**src/rtl/uart_reg_pkg.sv**
```systemverilog
package uart_reg_pkg;
  localparam int unsigned LINE_BAUD   = 115200;
  localparam int unsigned BYTE_W      = 8;
  localparam int unsigned WB_SEND     = 10;
  localparam int unsigned WB_ACK      = 9;
  localparam int unsigned RB_READY    = 9;
  localparam int unsigned RB_BUSY     = 8;
  localparam int unsigned FRAME_BITS  = 10;

  typedef enum logic [1:0] {
    RX_IDLE  = 2'd0,
    RX_START = 2'd1,
    RX_DATA  = 2'd2,
    RX_STOP  = 2'd3
  } rx_state_e;
endpackage

```
**src/rtl/uart_fifo.sv**
```systemverilog
module uart_fifo #(
  parameter int unsigned DEPTH = 16,
  parameter int unsigned W     = 8,
  localparam int unsigned AW   = (DEPTH > 1) ? $clog2(DEPTH) : 1,
  localparam int unsigned LW   = $clog2(DEPTH + 1)
) (
  input  logic          clk,
  input  logic          rst_n,
  input  logic          push,
  input  logic [W-1:0]  push_data,
  input  logic          pop,
  output logic [W-1:0]  head,
  output logic          empty,
  output logic          full,
  output logic [LW-1:0] level
);
  logic [W-1:0]  mem [DEPTH];
  logic [AW-1:0] wr_ptr_q, wr_ptr_d, rd_ptr_q, rd_ptr_d;
  logic [LW-1:0] cnt_q, cnt_d;
  logic          do_push, do_pop;

  assign empty   = (cnt_q == '0);
  assign full    = (cnt_q == LW'(DEPTH));
  assign level   = cnt_q;
  assign head    = mem[rd_ptr_q];
  assign do_push = push && !full;
  assign do_pop  = pop && !empty;

  function automatic logic [AW-1:0] bump(input logic [AW-1:0] p);
    return (p == AW'(DEPTH - 1)) ? '0 : p + 1'b1;
  endfunction

  always_comb begin
    wr_ptr_d = wr_ptr_q;
    rd_ptr_d = rd_ptr_q;
    cnt_d    = cnt_q;
    if (do_push) wr_ptr_d = bump(wr_ptr_q);
    if (do_pop)  rd_ptr_d = bump(rd_ptr_q);
    case ({do_push, do_pop})
      2'b10:   cnt_d = cnt_q + 1'b1;
      2'b01:   cnt_d = cnt_q - 1'b1;
      default: cnt_d = cnt_q;
    endcase
  end

  always_ff @(posedge clk or negedge rst_n) begin
    if (!rst_n) begin
      wr_ptr_q <= '0;
      rd_ptr_q <= '0;
      cnt_q    <= '0;
    end else begin
      wr_ptr_q <= wr_ptr_d;
      rd_ptr_q <= rd_ptr_d;
      cnt_q    <= cnt_d;
    end
  end

  always_ff @(posedge clk) begin
    if (do_push) mem[wr_ptr_q] <= push_data;
  end
endmodule

```
**src/rtl/uart_tx.sv**
```systemverilog
module uart_tx
  import uart_reg_pkg::*;
#(
  parameter int unsigned DIV = 16,
  localparam int unsigned CW = (DIV > 1) ? $clog2(DIV) : 1
) (
  input  logic              clk,
  input  logic              rst_n,
  input  logic              start,
  input  logic [BYTE_W-1:0] data,
  output logic              busy,
  output logic              txd
);
  logic [FRAME_BITS-1:0] sh_q, sh_d;
  logic [3:0]            bit_q, bit_d;
  logic [CW-1:0]         cnt_q, cnt_d;
  logic                  busy_q, busy_d;
  logic                  tick;

  assign tick = (cnt_q == CW'(DIV - 1));

  always_comb begin
    sh_d   = sh_q;
    bit_d  = bit_q;
    cnt_d  = cnt_q;
    busy_d = busy_q;
    if (!busy_q) begin
      if (start) begin
        busy_d = 1'b1;
        sh_d   = {1'b1, data, 1'b0};
        bit_d  = '0;
        cnt_d  = '0;
      end
    end else if (tick) begin
      cnt_d = '0;
      if (bit_q == 4'(FRAME_BITS - 1)) begin
        busy_d = 1'b0;
      end else begin
        bit_d = bit_q + 1'b1;
        sh_d  = {1'b1, sh_q[FRAME_BITS-1:1]};
      end
    end else begin
      cnt_d = cnt_q + 1'b1;
    end
  end

  always_ff @(posedge clk or negedge rst_n) begin
    if (!rst_n) begin
      sh_q   <= '1;
      bit_q  <= '0;
      cnt_q  <= '0;
      busy_q <= 1'b0;
    end else begin
      sh_q   <= sh_d;
      bit_q  <= bit_d;
      cnt_q  <= cnt_d;
      busy_q <= busy_d;
    end
  end

  assign busy = busy_q;
  assign txd  = busy_q ? sh_q[0] : 1'b1;
endmodule

```
**src/rtl/uart_rx.sv**
```systemverilog
module uart_rx
  import uart_reg_pkg::*;
#(
  parameter int unsigned DIV = 16,
  localparam int unsigned CW   = (DIV > 1) ? $clog2(DIV) : 1,
  localparam int unsigned HALF = (DIV / 2 > 0) ? DIV / 2 : 1
) (
  input  logic              clk,
  input  logic              rst_n,
  input  logic              rxd,
  output logic              byte_valid,
  output logic [BYTE_W-1:0] byte_data
);
  logic [2:0]        sync_q;
  logic              line, fall;
  rx_state_e         st_q, st_d;
  logic [CW-1:0]     cnt_q, cnt_d;
  logic [2:0]        bit_q, bit_d;
  logic [BYTE_W-1:0] sh_q, sh_d;
  logic              vld_q, vld_d;
  logic              full_tick, half_tick;

  assign line      = sync_q[1];
  assign fall      = sync_q[2] && !sync_q[1];
  assign full_tick = (cnt_q == CW'(DIV - 1));
  assign half_tick = (cnt_q == CW'(HALF - 1));

  always_comb begin
    st_d  = st_q;
    cnt_d = cnt_q + 1'b1;
    bit_d = bit_q;
    sh_d  = sh_q;
    vld_d = 1'b0;
    case (st_q)
      RX_IDLE: begin
        cnt_d = '0;
        if (fall) st_d = RX_START;
      end
      RX_START: begin
        if (half_tick) begin
          cnt_d = '0;
          bit_d = '0;
          st_d  = line ? RX_IDLE : RX_DATA;
        end
      end
      RX_DATA: begin
        if (full_tick) begin
          cnt_d = '0;
          sh_d  = {line, sh_q[BYTE_W-1:1]};
          bit_d = bit_q + 1'b1;
          if (bit_q == 3'd7) st_d = RX_STOP;
        end
      end
      RX_STOP: begin
        if (full_tick) begin
          cnt_d = '0;
          vld_d = line;
          st_d  = RX_IDLE;
        end
      end
      default: st_d = RX_IDLE;
    endcase
  end

  always_ff @(posedge clk or negedge rst_n) begin
    if (!rst_n) begin
      sync_q <= '1;
      st_q   <= RX_IDLE;
      cnt_q  <= '0;
      bit_q  <= '0;
      sh_q   <= '0;
      vld_q  <= 1'b0;
    end else begin
      sync_q <= {sync_q[1:0], rxd};
      st_q   <= st_d;
      cnt_q  <= cnt_d;
      bit_q  <= bit_d;
      sh_q   <= sh_d;
      vld_q  <= vld_d;
    end
  end

  assign byte_valid = vld_q;
  assign byte_data  = sh_q;
endmodule

```
**src/rtl/mmio_uart.sv**
```systemverilog
module mmio_uart
  import uart_reg_pkg::*;
#(
  parameter int unsigned CLK_HZ     = 50_000_000,
  parameter int unsigned FIFO_DEPTH = 16,
  localparam int unsigned DIV       = CLK_HZ / LINE_BAUD,
  localparam int unsigned LW        = $clog2(FIFO_DEPTH + 1)
) (
  input  logic        clk,
  input  logic        rst_n,
  input  logic        wr_en,
  input  logic [31:0] wr_data,
  output logic [31:0] rd_data,
  input  logic        rxd,
  output logic        txd
);
  logic [1:0]        rst_pipe_q;
  logic              rst_core_n;
  logic              tx_busy, tx_start, ack;
  logic              rx_vld;
  logic [BYTE_W-1:0] rx_byte, head;
  logic              fifo_empty, fifo_full;
  logic [LW-1:0]     fifo_level;

  always_ff @(posedge clk or negedge rst_n) begin
    if (!rst_n) rst_pipe_q <= 2'b00;
    else        rst_pipe_q <= {rst_pipe_q[0], 1'b1};
  end
  assign rst_core_n = rst_pipe_q[1];

  assign tx_start = wr_en && wr_data[WB_SEND] && !tx_busy;
  assign ack      = wr_en && wr_data[WB_ACK];

  uart_tx #(.DIV(DIV)) u_tx (
    .clk   (clk),
    .rst_n (rst_core_n),
    .start (tx_start),
    .data  (wr_data[BYTE_W-1:0]),
    .busy  (tx_busy),
    .txd   (txd)
  );

  uart_rx #(.DIV(DIV)) u_rx (
    .clk        (clk),
    .rst_n      (rst_core_n),
    .rxd        (rxd),
    .byte_valid (rx_vld),
    .byte_data  (rx_byte)
  );

  uart_fifo #(.DEPTH(FIFO_DEPTH), .W(BYTE_W)) u_fifo (
    .clk       (clk),
    .rst_n     (rst_core_n),
    .push      (rx_vld),
    .push_data (rx_byte),
    .pop       (ack),
    .head      (head),
    .empty     (fifo_empty),
    .full      (fifo_full),
    .level     (fifo_level)
  );

  always_comb begin
    rd_data               = '0;
    rd_data[BYTE_W-1:0]   = fifo_empty ? '0 : head;
    rd_data[RB_BUSY]      = tx_busy;
    rd_data[RB_READY]     = !fifo_empty;
  end
endmodule

```
**config.mk**
```make
export PLATFORM = sky130hd
export DESIGN_NAME = mmio_uart
export DESIGN_NICKNAME = d
export VERILOG_FILES = /design/src/rtl/uart_reg_pkg.sv /design/src/rtl/uart_fifo.sv /design/src/rtl/uart_tx.sv /design/src/rtl/uart_rx.sv /design/src/rtl/mmio_uart.sv
export SDC_FILE = /design/constraint.sdc
export NUM_CORES = 1
export LEC_CHECK = 0
export BUFFER_PORTS_ARGS = -buffer_cell sky130_fd_sc_hd__buf_2
export CAP_MARGIN = 20
export CORE_MARGIN = 5
export CORE_UTILIZATION = 42
export CTS_BUF_LIST = sky130_fd_sc_hd__clkbuf_8 sky130_fd_sc_hd__clkbuf_16
export DETAILED_ROUTE_END_ITERATION = 8
export HOLD_SLACK_MARGIN = 0.15
export SETUP_SLACK_MARGIN = 0.5
export SYNTH_ARGS = -nofsm -noshare
export SYNTH_HDL_FRONTEND = slang
export SYNTH_SLANG_ARGS = --single-unit
export TNS_END_PERCENT = 5
```
**constraint.sdc**
```tcl
create_clock -name clk -period 2.5 [get_ports clk]
set_input_delay 0.5 -clock clk [delete_from_list [all_inputs] [get_ports clk]]
set_output_delay 0.5 -clock clk [all_outputs]
set_load 0.005 [all_outputs]
```
# == Word level (Yosys, flattened, before mapping) ==
# Memory sizes are Yosys's and may differ from the RTL's.
# Index checks and enable logic that the tools add are counted.
# totals
ff_bits,65
latchBits,0
ram_bits,128
romBits,0
in_bits,36
output_inout_bits,33
memories,1
# mem_list
memory,words,width,rd,rd_ports_with_merged_regs,wr,line,text
u_fifo.mem,16,8,1,0,1,uart_fifo.sv:17,logic [W-1:0] mem [DEPTH];
# op_classes
addsub,8
mul,0
div,0
order_cmp,0
n_eq_ne,20
n_shift,0
muxes,37
bitwise_logic,0
n_reduce_logical,20
# op_table
operator,count
$mux 9,5
$mux 10,4
$pmux 9 s3,1
$mux 4,6
$add 9x1->9 const B,2
$eq 9x9->1 const B,2
$add 4x1->4 const B,3
$eq 4x4->1 const B,3
$mux 2,6
$ne 2x1->1 const B,5
$pmux 5 s2,1
$eq 9x8->1 const B,1
$mux 1,9
$mux 8,1
$pmux 2 s4,1
$eq 2x2->1 const B,3
$logic_and 1x1->1,6
$mux 3,2
$pmux 3 s2,1
$reduce_and 3->1,2
$reduce_bool 2->1,3
$add 5x1->5 const B,1
$eq 5x5->1 const B,1
$logic_not 5->1,1
10 further kinds,15

# == Logic depth before layout (Yosys ltp) ==
# Gate-level depths: netlist of the first run.
# depth
ltp_word,5
mapped_depth,13

# == Modules after synthesis ==
# Synthesis of the first run repeated with hierarchy kept, for this count alone.
# hier_totals
cells_unflattened,597
area_unflattened_um2,8734.6
# modules_own_cells
mod,n_inst,cells_each,area_each_um2,seq_area_each_um2
uart_fifo,1,329,5853.1,4169.0
uart_tx,1,126,1328.8,586.8
uart_rx,1,104,1253.7,654.4
mmio_uart,1,38,299.0,50.0

# == Least setup slack after synthesis of the first run ==
# No wires, ideal clock.
# synth_timing
kind,reg2reg
from,register u_fifo.cnt_q[2] (netlist: u_fifo.level[2])
to,register u_fifo.cnt_q[4] (netlist: u_fifo.level[4])
setup_time_ns,0.129
t_arrival_ns,2.560
required_time_ns,2.371
slack_ns,-0.189
stages_incl_launch_ff,14
cell_sequence,dfrtp_1 -> clkbuf_1 -> nor4_1 -> nand2b_1 -> nand3_1 -> inv_1 -> ha_1 -> clkbuf_1 -> xor2_1 -> ha_1 -> o211a_1 -> o31ai_1 -> a31oi_1 -> xor2_1
# synth_via
elab_chain_len,5
word_cells_on_any_way,12
# synth_lines
element,line,text
start: declaration,uart_fifo.sv:19,"logic [LW-1:0] cnt_q, cnt_d;"
start signal: assignment,uart_fifo.sv:54,cnt_q <= cnt_d;
$logic_not 5->1 (*),uart_fifo.sv:22,assign empty = (cnt_q == '0);
$logic_not 1->1 (*),n/a,
named net rd_data[9],mmio_uart.sv:13,"output logic [31:0] rd_data,"
$logic_and 1x1->1 (*),uart_fifo.sv:27,assign do_pop = pop && !empty;
named net u_fifo.do_pop,uart_fifo.sv:20,"logic do_push, do_pop;"
$eq 2x1->1 / $eq 2x2->1 (equally long branches),uart_fifo.sv:39,"case ({do_push, do_pop})"
$pmux 5 s2 / $reduce_bool 2->1 (equally long branches),n/a,
# Mark *: on every way through the listed nets, which the timed path passes. The rest lies on a longest branch.
# A chain may end at the register's enable or synchronous reset.

# == Worst setup path in the final report of the first run ==
# layout_timing
from,register u_fifo.rd_ptr_q[1]
to,output port rd_data[1]
# layout_via
elab_chain_len,2
# layout_lines
element,line,text
start: declaration,uart_fifo.sv:18,"logic [AW-1:0] wr_ptr_q, wr_ptr_d, rd_ptr_q, rd_ptr_d;"
start signal: assignment,uart_fifo.sv:53,rd_ptr_q <= rd_ptr_d;
$mem_v2 16x8,n/a,
$mux 8,mmio_uart.sv:65,rd_data[BYTE_W-1:0] = fifo_empty ? '0 : head;
end: declaration,mmio_uart.sv:13,
# Every way passes these cells.

==> metrics.txt, run 1 <==
number of sinks driven by the clock tree around 190; clk buf depth 2; number of remaining DRC errors 0; routed length per instance roughly 19 µm; Fin Hold WS 0.2833 ns; maximum single-stage delay on the critical path around 0.53 ns; number of hold violations in the final report 0; required time reported for the critical path endpoint around 2 ns; crit path setup slack, layout -0.08538 ns; leading cell type in the layout, fill and taps excluded sky130_fd_sc_hd__edfxtp_1; routed via count ~4800; multi-input combinational cell area ~2900 µm²; via count of the first global-routing pass 4939; area of the mapped netlist around 8500 µm²; I/O pin count 69; fmax between 300 and 400 MHz; proportion of synthesized chip area in sequential cells between 60% and 70%; number of antenna repair diodes 0; CTS tree done; share of post-route cells with drive strength above 1 27.43%; effective utilization at floorplan ~42%; count of nets left with antenna violations after detail routing 0; placed wire-length estimate ~11000 µm; startpoint type of the worst setup path register; Horiz. Die Dim ~150 µm; num rows 52; Detailed Routing Iterations Pass 1 4; leakage power between 3 and 4 nW; worst setup path class register to output port; maximum number of pins on one net before global-route repair 38; cell area after layout 9797 µm²; number of enable-type register cells in the synthesized netlist around 130; post-layout minimum cycle time 2.585 ns; Tcrit/Tclk final 103.4%; highest-count cells in the layout ignoring fill and taps sky130_fd_sc_hd__edfxtp_1 (128), sky130_fd_sc_hd__dfrtp_1 (48), sky130_fd_sc_hd__nor2_1 (35); number of maximum-capacitance constraint violations 0; maximum level of the CTS H-tree 4; transition time at the pin with the least slew margin ~0.68 ns; via-per-instance ratio 5.309; Area growth, synth to finish 15.74%; post-synth cell types between 60 and 70; crit path max-delay cell type sky130_fd_sc_hd__mux4_2; fill cell total of the finished layout ~1800; outcome finished with violations; root buf cell sky130_fd_sc_hd__clkbuf_16; path category of the worst min-delay check register to async pin; power density normalized to cell area between 800 and 900 nW/µm²; Avg Cell Area, Syn approximately 15 µm²; final wirelength between 15000 and 20000 µm; Die Span Y 152.0 µm; CTS Buf Count 17; Area after DPL about 9000 µm²; total routing resource utilization after global routing between 10% and 20%; cells traversed along the worst timing path buf_12, mux4_2, mux2i_2, o22ai_1, buf_2; clock-pin slew on the worst setup and hold paths ~0.070 ns; total congestion overflow after global routing 0; violated checks setup timing; post-synthesis instance total 563; Post-layout nets 672; synthesis warning total 0; wire length of the first global-routing pass between 20000 and 30000 µm; fin. max-slew vios 0; number of antenna violations at the first check in global routing 0; Clock Latency Late Sink around 0.44 ns; relative slew slack roughly 55%; floorplan die area about 23000 µm²; critical path peak fanout 11; Core Area roughly 20000 µm²; IR Drop Worst-Case VDD between 0.5 and 0.6 mV; proportion of register bits with asynchronous set or reset after synthesis between 30% and 40%; drt initial violations about 220; final RePlAce weighted congestion between 0.7 and 0.8; final setup fails 8; unrepaired setup endpoints after global routing true; Post-Route Skew between 0.01 and 0.015 ns; Worst setup EP type output port; number of port buffers 24; FF+latch count, synth between 150 and 200; Post-synth top flop sky130_fd_sc_hd__edfxtp_1; Reg area 5465 µm²; arrival time of the worst setup path approximately 2.1 ns
[timing repair]
| item | 4_1_cts | 5_1_grt |
|---|---|---|
| pin swaps | 10 | 8 |
| endpoints found under the setup margin | 14 | 16 |
| resized for setup | 20 | 8 |
| setup buffers | 2 | 0 |
| hold endpoints to repair | 3 | 0 |
| hold buffers | 2 | 0 |
| cloned | 1 | 1 |
[cell type report]
class | count | share of cell area, %
clock inverter | 15 | 1.303
tap | 270 | 3.448
multi-input combinational | 332 | 29.54
inverter | 15 | 0.6003
sequential | 192 | 55.79
timing repair buffer | 56 | 4.981
clock buffer | 17 | 4.342
[registers in the layout, summed over array words and instances, names as in the netlist, named ones only]
register / count
u_rx.st_q: 1
u_fifo.wr_ptr_q: 4
u_fifo.rd_ptr_q: 4
u_rx.bit_q: 3
u_rx.sync_q: 3
u_fifo.level: 5
u_tx.busy: 1
u_tx.sh_q: 9
rst_pipe_q: 2
u_tx.cnt_q: 9
u_tx.bit_q: 4
u_rx.byte_data: 8
u_rx.byte_valid: 1
u_fifo.mem: 128
u_rx.cnt_q: 9
[final timing paths]
check | startpoint | depth (start not counted) | endpoint | slack [ns]
max | u_fifo.rd_ptr_q[1] | 5 | rd_data[1] | -0.09
max reg2reg | u_fifo.level[3] | 11 | u_fifo.level[4] | 0.10
min reg2reg | rst_pipe_q[1] | 0 | u_rx.bit_q[1] | 0.28
min in group clk | wr_data[7] | 3 | u_tx.sh_q[8] | 0.31
min | rst_pipe_q[1] | 0 | u_rx.bit_q[1] | 0.28
max in group asynchronous | rst_pipe_q[1] | 1 | u_tx.sh_q[6] | 1.56
[cell usage after synthesis, types with 9 or more instances]
cell	n	area share [%]
sky130_fd_sc_hd__a21oi_1	17	1.0
sky130_fd_sc_hd__buf_4	23	2.0
sky130_fd_sc_hd__clkbuf_1	16	0.71
sky130_fd_sc_hd__dfrtp_1	52	15
sky130_fd_sc_hd__dfstp_2	12	3.7
sky130_fd_sc_hd__edfxtp_1	128	45
sky130_fd_sc_hd__ha_1	22	3.3
sky130_fd_sc_hd__inv_1	15	0.67
sky130_fd_sc_hd__mux2_2	10	1.3
sky130_fd_sc_hd__mux2i_1	21	2.5
sky130_fd_sc_hd__mux4_2	32	8.5
sky130_fd_sc_hd__nand2_1	17	0.75
sky130_fd_sc_hd__nand2b_1	12	0.89
sky130_fd_sc_hd__nand3_1	16	0.95
sky130_fd_sc_hd__nand4_1	9	0.67
sky130_fd_sc_hd__nor2_1	35	1.6
sky130_fd_sc_hd__nor3_1	10	0.59
sky130_fd_sc_hd__o21ai_0	15	0.89
sky130_fd_sc_hd__o22ai_1	16	1.2
sky130_fd_sc_hd__xor2_1	11	1.1
[stage by stage]
step | power (mW) | setup slack, ns | std cells | util, % | setup TNS, ns
global placement | 5.612 | 0.2057 | 859 | 45.08 | 0
CTS | 8.415 | -0.1488 | 896 | 48.60 | -1.113
finish | 8.396 | -0.08538 | 897 | 48.89 | -0.5696
global route | 8.847 | -0.1866 | 897 | 48.89 | -1.360
floorplan | 5.192 | 0.08628 | 584 | - | 0
detailed placement | 5.686 | 0.1766 | 859 | 45.08 | 0
[logic make-up after synthesis]
| family | count (synthesis) | share of synthesized area [%] |
|---|---|---|
| AO/OA/AOI/OAI | 82 | 6.371 |
| XOR/XNOR | 16 | 1.656 |
| adder cells (fa/ha/maj) | 22 | 3.252 |
| buffers and inverters | 60 | 3.829 |
| flip-flops | 192 | 64.51 |
| multiplexers | 64 | 12.46 |
| other | 2 | 0.08872 |
| AND/OR/NAND/NOR | 125 | 7.835 |
[routing by layer]
metal / global-route usage [%] / wire, µm / vias to the layer above
met3: 3.214 / 524 / 18
met5: 0 / 0 / -
met2: 25.30 / 8671 / 73
li1: - / - / 2207
met4: 4.495 / 197 / 0
met1: 19.39 / 7410 / 2464
[power breakdown]
group | switching (mW) | total [mW] | internal [mW]
Sequential | 0.327 | 3.93 | 3.61
Combinational | 0.958 | 1.93 | 0.972
Clock | 1.23 | 2.53 | 1.30
Total | 2.52 | 8.40 | 5.88
[critical path, delay by kind of cell, from the launching register on]
| kind | cells | cell delay, ns |
|---|---|---|
| DFF | 1 | 0.44 |
| AOI/OAI and AO/OA | 1 | 0.12 |
| muxes | 2 | 0.75 |
| buffers and inverters | 2 | 0.32 |
Power figures use the tool's default switching activity.
==> run 2: changes to the inputs <==
Settings changed: SYNTH_HIERARCHICAL set to 1.
==> run 2 against run 1 <==
  * The flow still finishes with violations (setup timing)
  * Register-to-register slack got worse by 0.02 ns
  * Power grew 14%
  * Maximum frequency down 5.5%
  * Utilization is 0.93 points higher
  * Setup slack got worse by 0.15 ns
  * Clock skew fell by 0.00064 ns
  * Hold slack gained 0.018 ns
  * Synthesized cell count grew 5.9%
  * Critical endpoint is now rd_data[7]
  * Largest power group unchanged
  * Highest routed layer unchanged
==> metrics.txt, run 2 <==
root buf cell sky130_fd_sc_hd__clkbuf_16; number of sinks driven by the clock tree 192 (unchanged); critical path's most frequent cell sky130_fd_sc_hd__buf_12; via-per-instance ratio 5.362 (+1.0%); count of nets left with antenna violations after detail routing 0 (unchanged); wire length of the first global-routing pass 28260 µm (+5.1%); cells traversed along the worst timing path buf_12, buf_12, mux2i_1, a221oi_1, buf_4, a22oi_1, nand2_1, nor2b_4, buf_2; power density normalized to cell area 943.0 nW/µm² (+10%); cell area after layout 10140 µm² (+3.6%); Avg Cell Area, Syn 14.65 µm² (-2.6%); crit path max-delay cell type sky130_fd_sc_hd__dfrtp_2; Worst setup EP type output port; most flop-heavy register u_fifo/mem; Area growth, synth to finish 16.19%; maximum level of the CTS H-tree 4 (unchanged); required time reported for the critical path endpoint 2.00 ns (about the same); Reg2Reg Setup Slack 0.08 ns (-0.02 ns); cell depth of the worst min-delay path 3; Fin Hold WS 0.3018 ns (+0.01849 ns); path category of the worst min-delay check input port to register; worst setup path class register to output port; number of hold violations in the final report 0 (unchanged); via count of the first global-routing pass 5213 (+5.5%); I/O pin count 69 (unchanged); num rows 52 (unchanged); placed wire-length estimate 11480 µm (+5.8%); maximum number of pins on one net before global-route repair 35 (-7.9%); total routing resource utilization after global routing 15.31% (+0.39 points); number of port buffers 24 (unchanged); outcome finished with violations; arrival time of the worst setup path 2.24 ns (+0.15 ns); routed via count 5051 (+6.1%); share of post-route cells with drive strength above 1 27.68% (+0.25 points); floorplan die area 23770 µm² (+2.9%); Post-layout nets 714 (+6.3%); Horiz. Die Dim 154.2 µm (+1.5%); number of antenna violations at the first check in global routing 0 (unchanged); violated checks setup timing; worst reg2reg path depth 9 (-2); CTS tree done; number of maximum-capacitance constraint violations 0 (unchanged); post-layout minimum cycle time 2.736 ns (+0.1504 ns); leading cell type in the layout, fill and taps excluded sky130_fd_sc_hd__edfxtp_1; Core Area 20360 µm² (+1.6%); Tcrit/Tclk final 109.4% (+6.0 points); maximum single-stage delay on the critical path 0.42 ns (-0.11 ns); final wirelength 17350 µm (+3.2%); clock-pin slew on the worst setup and hold paths 0.07 ns (about the same); number of remaining DRC errors 0 (unchanged); CTS Buf Count 17 (unchanged); startpoint type of the worst setup path register; number of flip-flops in the largest register 128 (unchanged); Post-Route Skew 0.01198 ns (-0.0006421 ns); number of gates on the worst path with buffers counted 9 (+4); Buf/Inv on CP 4 (+2); clk buf depth 2 (unchanged); Area after DPL 9283 µm² (+2.8%); total congestion overflow after global routing 0 (unchanged); final setup fails 8 (unchanged); worst setup timing slack at the placement stage -0.08537 ns (-0.2619 ns); multi-input combinational cell area 3094 µm² (+6.9%); effective utilization at floorplan 42.87% (+0.63 points); leakage power 4.083 nW (+2.9%); IR Drop Worst-Case VDD 0.5963 mV (+11%); Clock Latency Late Sink 0.43 ns (about the same); highest-count cells in the layout ignoring fill and taps sky130_fd_sc_hd__edfxtp_1 (128), sky130_fd_sc_hd__dfrtp_1 (49), sky130_fd_sc_hd__buf_4 (36); synthesis warning total 6 (+6); fin. max-slew vios 0 (unchanged); post-synthesis instance total 596 (+5.9%); transition time at the pin with the least slew margin 0.6790 ns (+0.001629 ns); fmax 365.5 MHz (-5.5%); number of antenna repair diodes 0 (unchanged); area of the mapped netlist 8731 µm² (+3.1%); routed length per instance 18.41 µm (-1.7%); final RePlAce weighted congestion 0.8116 (+3.2%); fill cell total of the finished layout 1758 (-2.1%); cell family with most CP delay buffers and inverters; drt initial violations 303 (+41%); relative slew slack 54.73% (-0.11 points); Reg area 5464 µm² (about the same); critical path peak fanout 12 (+1); Die Span Y 154.2 µm (+1.5%); unrepaired setup endpoints after global routing true; crit path setup slack, layout -0.2358 ns (-0.1504 ns); Detailed Routing Iterations Pass 1 5 (+1)
[run 2: area by class of cell]
cell class | instances | area share, %
multi-input combinational | 361 | 30.50
tap | 270 | 3.330
clock inverter | 15 | 1.727
inverter | 16 | 0.5920
clock buffer | 17 | 4.193
timing repair buffer | 71 | 5.797
sequential | 192 | 53.86
[run 2: stage by stage]
| stage | util [%] | TNS [ns] | total power, mW | cells |
|---|---|---|---|---|
| 2_1_floorplan | - | 0 | 5.818 | 617 |
| 3_3_place_gp | 45.55 | -2.163 | 6.491 | 902 |
| 3_5_place_dp | 45.58 | -0.1500 | 6.576 | 903 |
| 4_1_cts | 49.65 | -1.774 | 9.641 | 942 |
| 5_1_grt | 49.82 | -2.600 | 10.14 | 942 |
| 6_report | 49.82 | -1.500 | 9.567 | 942 |
[run 2: power by group]
group	internal [mW]	leakage [nW]	switching [mW]	total, mW
sequential	3.71	2.26	0.382	4.09
combinational	1.44	1.54	1.35	2.79
clock	1.42	0.286	1.26	2.69
total	6.57	4.08	3.00	9.57
[run 2: path summary, 6_finish.rpt]
kind	from	to
worst max-delay path	u_fifo/rd_ptr_q[0]	rd_data[7]
worst min-delay path	wr_data[7]	u_tx/sh_q[8]
worst max register to register	u_fifo/level[3]	u_fifo/level[4]
worst min register to register	rst_pipe_q[1]	u_rx/cnt_q[0]
max in group asynchronous	rst_pipe_q[1]	u_tx/sh_q[7]
min in group asynchronous	rst_pipe_q[1]	u_rx/cnt_q[0]
[run 2: layer usage]
metal	vias to the layer above	GRT usage, %	part of all wire, %
li1	2388	-	-
met1	2559	20.18	44
met2	94	25.79	51
met3	10	3.409	3.9
met4	0	3.995	1.1
met5	-	0	0
[run 2: repair_timing]
item,CTS,global route
hold endpoints to repair,3,0
hold buffers,2,0
endpoints found under the setup margin,13,33
gates cloned,2,0
pin swaps,28,8
gates resized for setup,29,10
setup buffers,3,0
[run 2: tightest hold or removal path, cell delays in order]
cell and delay [ns]:
sky130_fd_sc_hd__buf_2 0.09, sky130_fd_sc_hd__nor2_1 0.09, sky130_fd_sc_hd__a21oi_1 0.04
==> run 3: changes to the inputs <==
Settings changed: ABC_CLOCK_PERIOD_IN_PS set to 2500, CELL_PAD_IN_SITES_DETAIL_PLACEMENT set to 0, CELL_PAD_IN_SITES_GLOBAL_PLACEMENT set to 1, PLACE_DENSITY_LB_ADDON set to 0.1, SETUP_SLACK_MARGIN 0.5 to 0.4.
==> run 3 against run 2 <==
  * The run still ends with setup timing left
  * Sequential share of layout area increased by 0.59 points
  * Largest power group unchanged
  * Routed wire length increased by 4.0%
  * Power shrank 2.2%
  * Clock skew down 0.0043 ns
  * Hold slack worse by 0.015 ns
  * Die area unchanged
  * Global-route usage is 0.15 points higher
  * Maximum frequency down 2.3%
==> metrics.txt, run 3 (same netlist as run 2, synthesis figures left out) <==
cell family with most CP delay multiplexers; leakage power 4.058 nW (-0.62%); transition time at the pin with the least slew margin 0.7205 ns (+0.04149 ns); outcome finished with violations; number of maximum-capacitance constraint violations 0 (unchanged); cell internal pwr 6.442 mW (-1.9%); via count of the first global-routing pass 5041 (-3.3%); number of port buffers 24 (unchanged); wire length of the first global-routing pass 28260 µm (about the same); violated checks setup timing; IR Drop Worst-Case VDD 0.4704 mV (-21%); effective utilization at floorplan 42.87% (unchanged); drt initial violations 274 (-9.6%); number of sinks driven by the clock tree 192 (unchanged); Buf/Inv on CP 2 (-2); Detailed Routing Iterations Pass 1 4 (-1); number of hold violations in the final report 0 (unchanged); crit path setup slack, layout -0.2998 ns (-0.06395 ns); leading cell type in the layout, fill and taps excluded sky130_fd_sc_hd__edfxtp_1; maximum single-stage delay on the critical path 0.52 ns (+0.10 ns); post-layout minimum cycle time 2.800 ns (+0.06395 ns); critical path peak fanout 8 (-4); arrival time of the worst setup path 2.30 ns (+0.06 ns); via-per-instance ratio 5.380 (+0.33%); count of nets left with antenna violations after detail routing 0 (unchanged); core utilization of the finished layout 49.29% (-0.53 points); total routing resource utilization after global routing 15.46% (+0.15 points); part of the power in registers 43.9% (+1.2 points); Post-Route Skew 0.007659 ns (-0.004323 ns); power density normalized to cell area 932.0 nW/µm² (-1.2%); Area growth, synth to finish 14.96%; Clock power frac 28.8% (+0.7 points); Sw Pwr 2.912 mW (-2.8%); Die Span Y 154.2 µm (unchanged); placed wire-length estimate 12050 µm (+5.0%); Core Area 20360 µm² (unchanged); Fin Hold WS 0.2867 ns (-0.01505 ns); Cell Count Post-Placement 901 (-0.22%); combinational share of power 27.2% (-2.0 points); Clock Latency Late Sink 0.43 ns (about the same); CTS Buf Count 17 (unchanged); final RePlAce weighted congestion 0.7636 (-5.9%); final wirelength 18030 µm (+4.0%); fin. max-slew vios 0 (unchanged); routed length per instance 19.18 µm (+4.2%); cells traversed along the worst timing path bufbuf_16, mux4_2, a22oi_1, nand2_1, nor2b_1, buf_2; number of flip-flops in the largest register 128 (unchanged); worst setup path class register to output port; relative slew slack 51.97% (-2.8 points); Worst setup EP type output port; cell area after layout 10040 µm² (-1.1%); routed via count 5057 (+0.12%); number of antenna repair diodes 0 (unchanged); most flop-heavy register u_fifo/mem; CTS tree done; clock-pin slew on the worst setup and hold paths 0.07 ns (about the same); final setup fails 8 (unchanged); highest-count cells in the layout ignoring fill and taps sky130_fd_sc_hd__edfxtp_1 (128), sky130_fd_sc_hd__dfrtp_1 (50), sky130_fd_sc_hd__mux2i_1 (36); clk buf depth 2 (unchanged); Reg2Reg Setup Slack 0.03 ns (-0.05 ns); unrepaired setup endpoints after global routing true; number of remaining DRC errors 0 (unchanged); required time reported for the critical path endpoint 2.00 ns (about the same); Area after DPL 9255 µm² (-0.30%); startpoint type of the worst setup path register; I/O pin count 69 (unchanged); crit path max-delay cell type sky130_fd_sc_hd__mux4_2; switching power share of the total 31.13% (-0.19 points); total congestion overflow after global routing 0 (unchanged); Horiz. Die Dim 154.2 µm (unchanged); number of antenna violations at the first check in global routing 0 (unchanged); fmax 357.2 MHz (-2.3%); num rows 52 (unchanged); Post-layout nets 712 (-0.28%); maximum level of the CTS H-tree 4 (unchanged); path category of the worst min-delay check register to async pin; root buf cell sky130_fd_sc_hd__clkbuf_16; maximum number of pins on one net before global-route repair 38 (+8.6%); non-filler cells, final 940 (-0.21%); share of post-route cells with drive strength above 1 26.42% (-1.3 points); Tcrit/Tclk final 112.0% (+2.6 points); floorplan die area 23770 µm² (unchanged)
## run 3: cell types whose count changed in the layout (fill, tap and decap cells not counted), moves of 3 or more
cell	delta
sky130_fd_sc_hd__buf_4	-4
sky130_fd_sc_hd__buf_6	+4
sky130_fd_sc_hd__inv_6	+4
sky130_fd_sc_hd__nor2b_1	+4
sky130_fd_sc_hd__a22oi_1	-3
sky130_fd_sc_hd__a22oi_2	+3
sky130_fd_sc_hd__clkinv_8	-3
sky130_fd_sc_hd__mux2i_1	+3
sky130_fd_sc_hd__mux2i_2	-3
sky130_fd_sc_hd__o21ai_0	+3
## run 3: power by group through the flow
stage / Clock (mW) / Combinational [mW] / Sequential (mW)
floorplan: 0 / 1.80 / 4.01
global placement: 0 / 2.26 / 4.17
global route: 2.92 / 2.80 / 4.16
CTS: 2.78 / 2.55 / 4.11
finish: 2.70 / 2.55 / 4.11
detailed placement: 0 / 2.31 / 4.18
## run 3: layout make-up
| class | instances | area, µm² |
|---|---|---|
| Clock buffer | 17 | 425.4 |
| Clock inverter | 15 | 162.7 |
| Fill cell | 1743 | 10330 |
| Inverter | 16 | 62.56 |
| Multi-Input combinational cell | 361 | 3028 |
| Sequential cell | 192 | 5465 |
| Tap cell | 270 | 337.8 |
| Timing Repair Buffer | 69 | 555.5 |
## run 3: final timing paths
| kind | from | end | depth (start not counted) |
|---|---|---|---|
| max in group asynchronous | rst_pipe_q[1] | u_tx/sh_q[5] | 1 |
| worst min-delay path | rst_pipe_q[1] | u_rx/bit_q[2] | 0 |
| worst max-delay path | u_fifo/rd_ptr_q[0] | rd_data[5] | 6 |
| min in group clk | wr_data[7] | u_tx/sh_q[8] | 3 |
| worst min register to register | rst_pipe_q[1] | u_rx/bit_q[2] | 0 |
| worst max register to register | u_fifo/level[0] | u_fifo/level[4] | 9 |
## run 3: routing by layer
metal,GRT usage (%),vias up,part of all wire (%)
met5,0,-,0
met4,4.920,0,1.6
met3,2.794,22,3.3
met2,25.83,93,51
met1,20.63,2559,44
li1,-,2383,-
## run 3: stage by stage
stage | total power, mW | TNS [ns] | setup slack (ns)
6_report | 9.354 | -2.037 | -0.2998
5_1_grt | 9.874 | -2.862 | -0.3655
4_1_cts | 9.439 | -2.289 | -0.3117
3_5_place_dp | 6.482 | -0.02027 | -0.02027
3_3_place_gp | 6.435 | 0 | 0.01157
2_1_floorplan | 5.818 | 0 | 0.01905
## run 3: what timing repair did
| action | CTS | global route |
|---|---|---|
| cloned | 1 | 0 |
| endpoints found under the hold margin | 3 | 0 |
| pin swaps | 20 | 6 |
| buffers inserted | 4 | 0 |
| setup endpoints to repair | 29 | 13 |
| gates resized for setup | 19 | 9 |
| hold buffers | 2 | 0 |
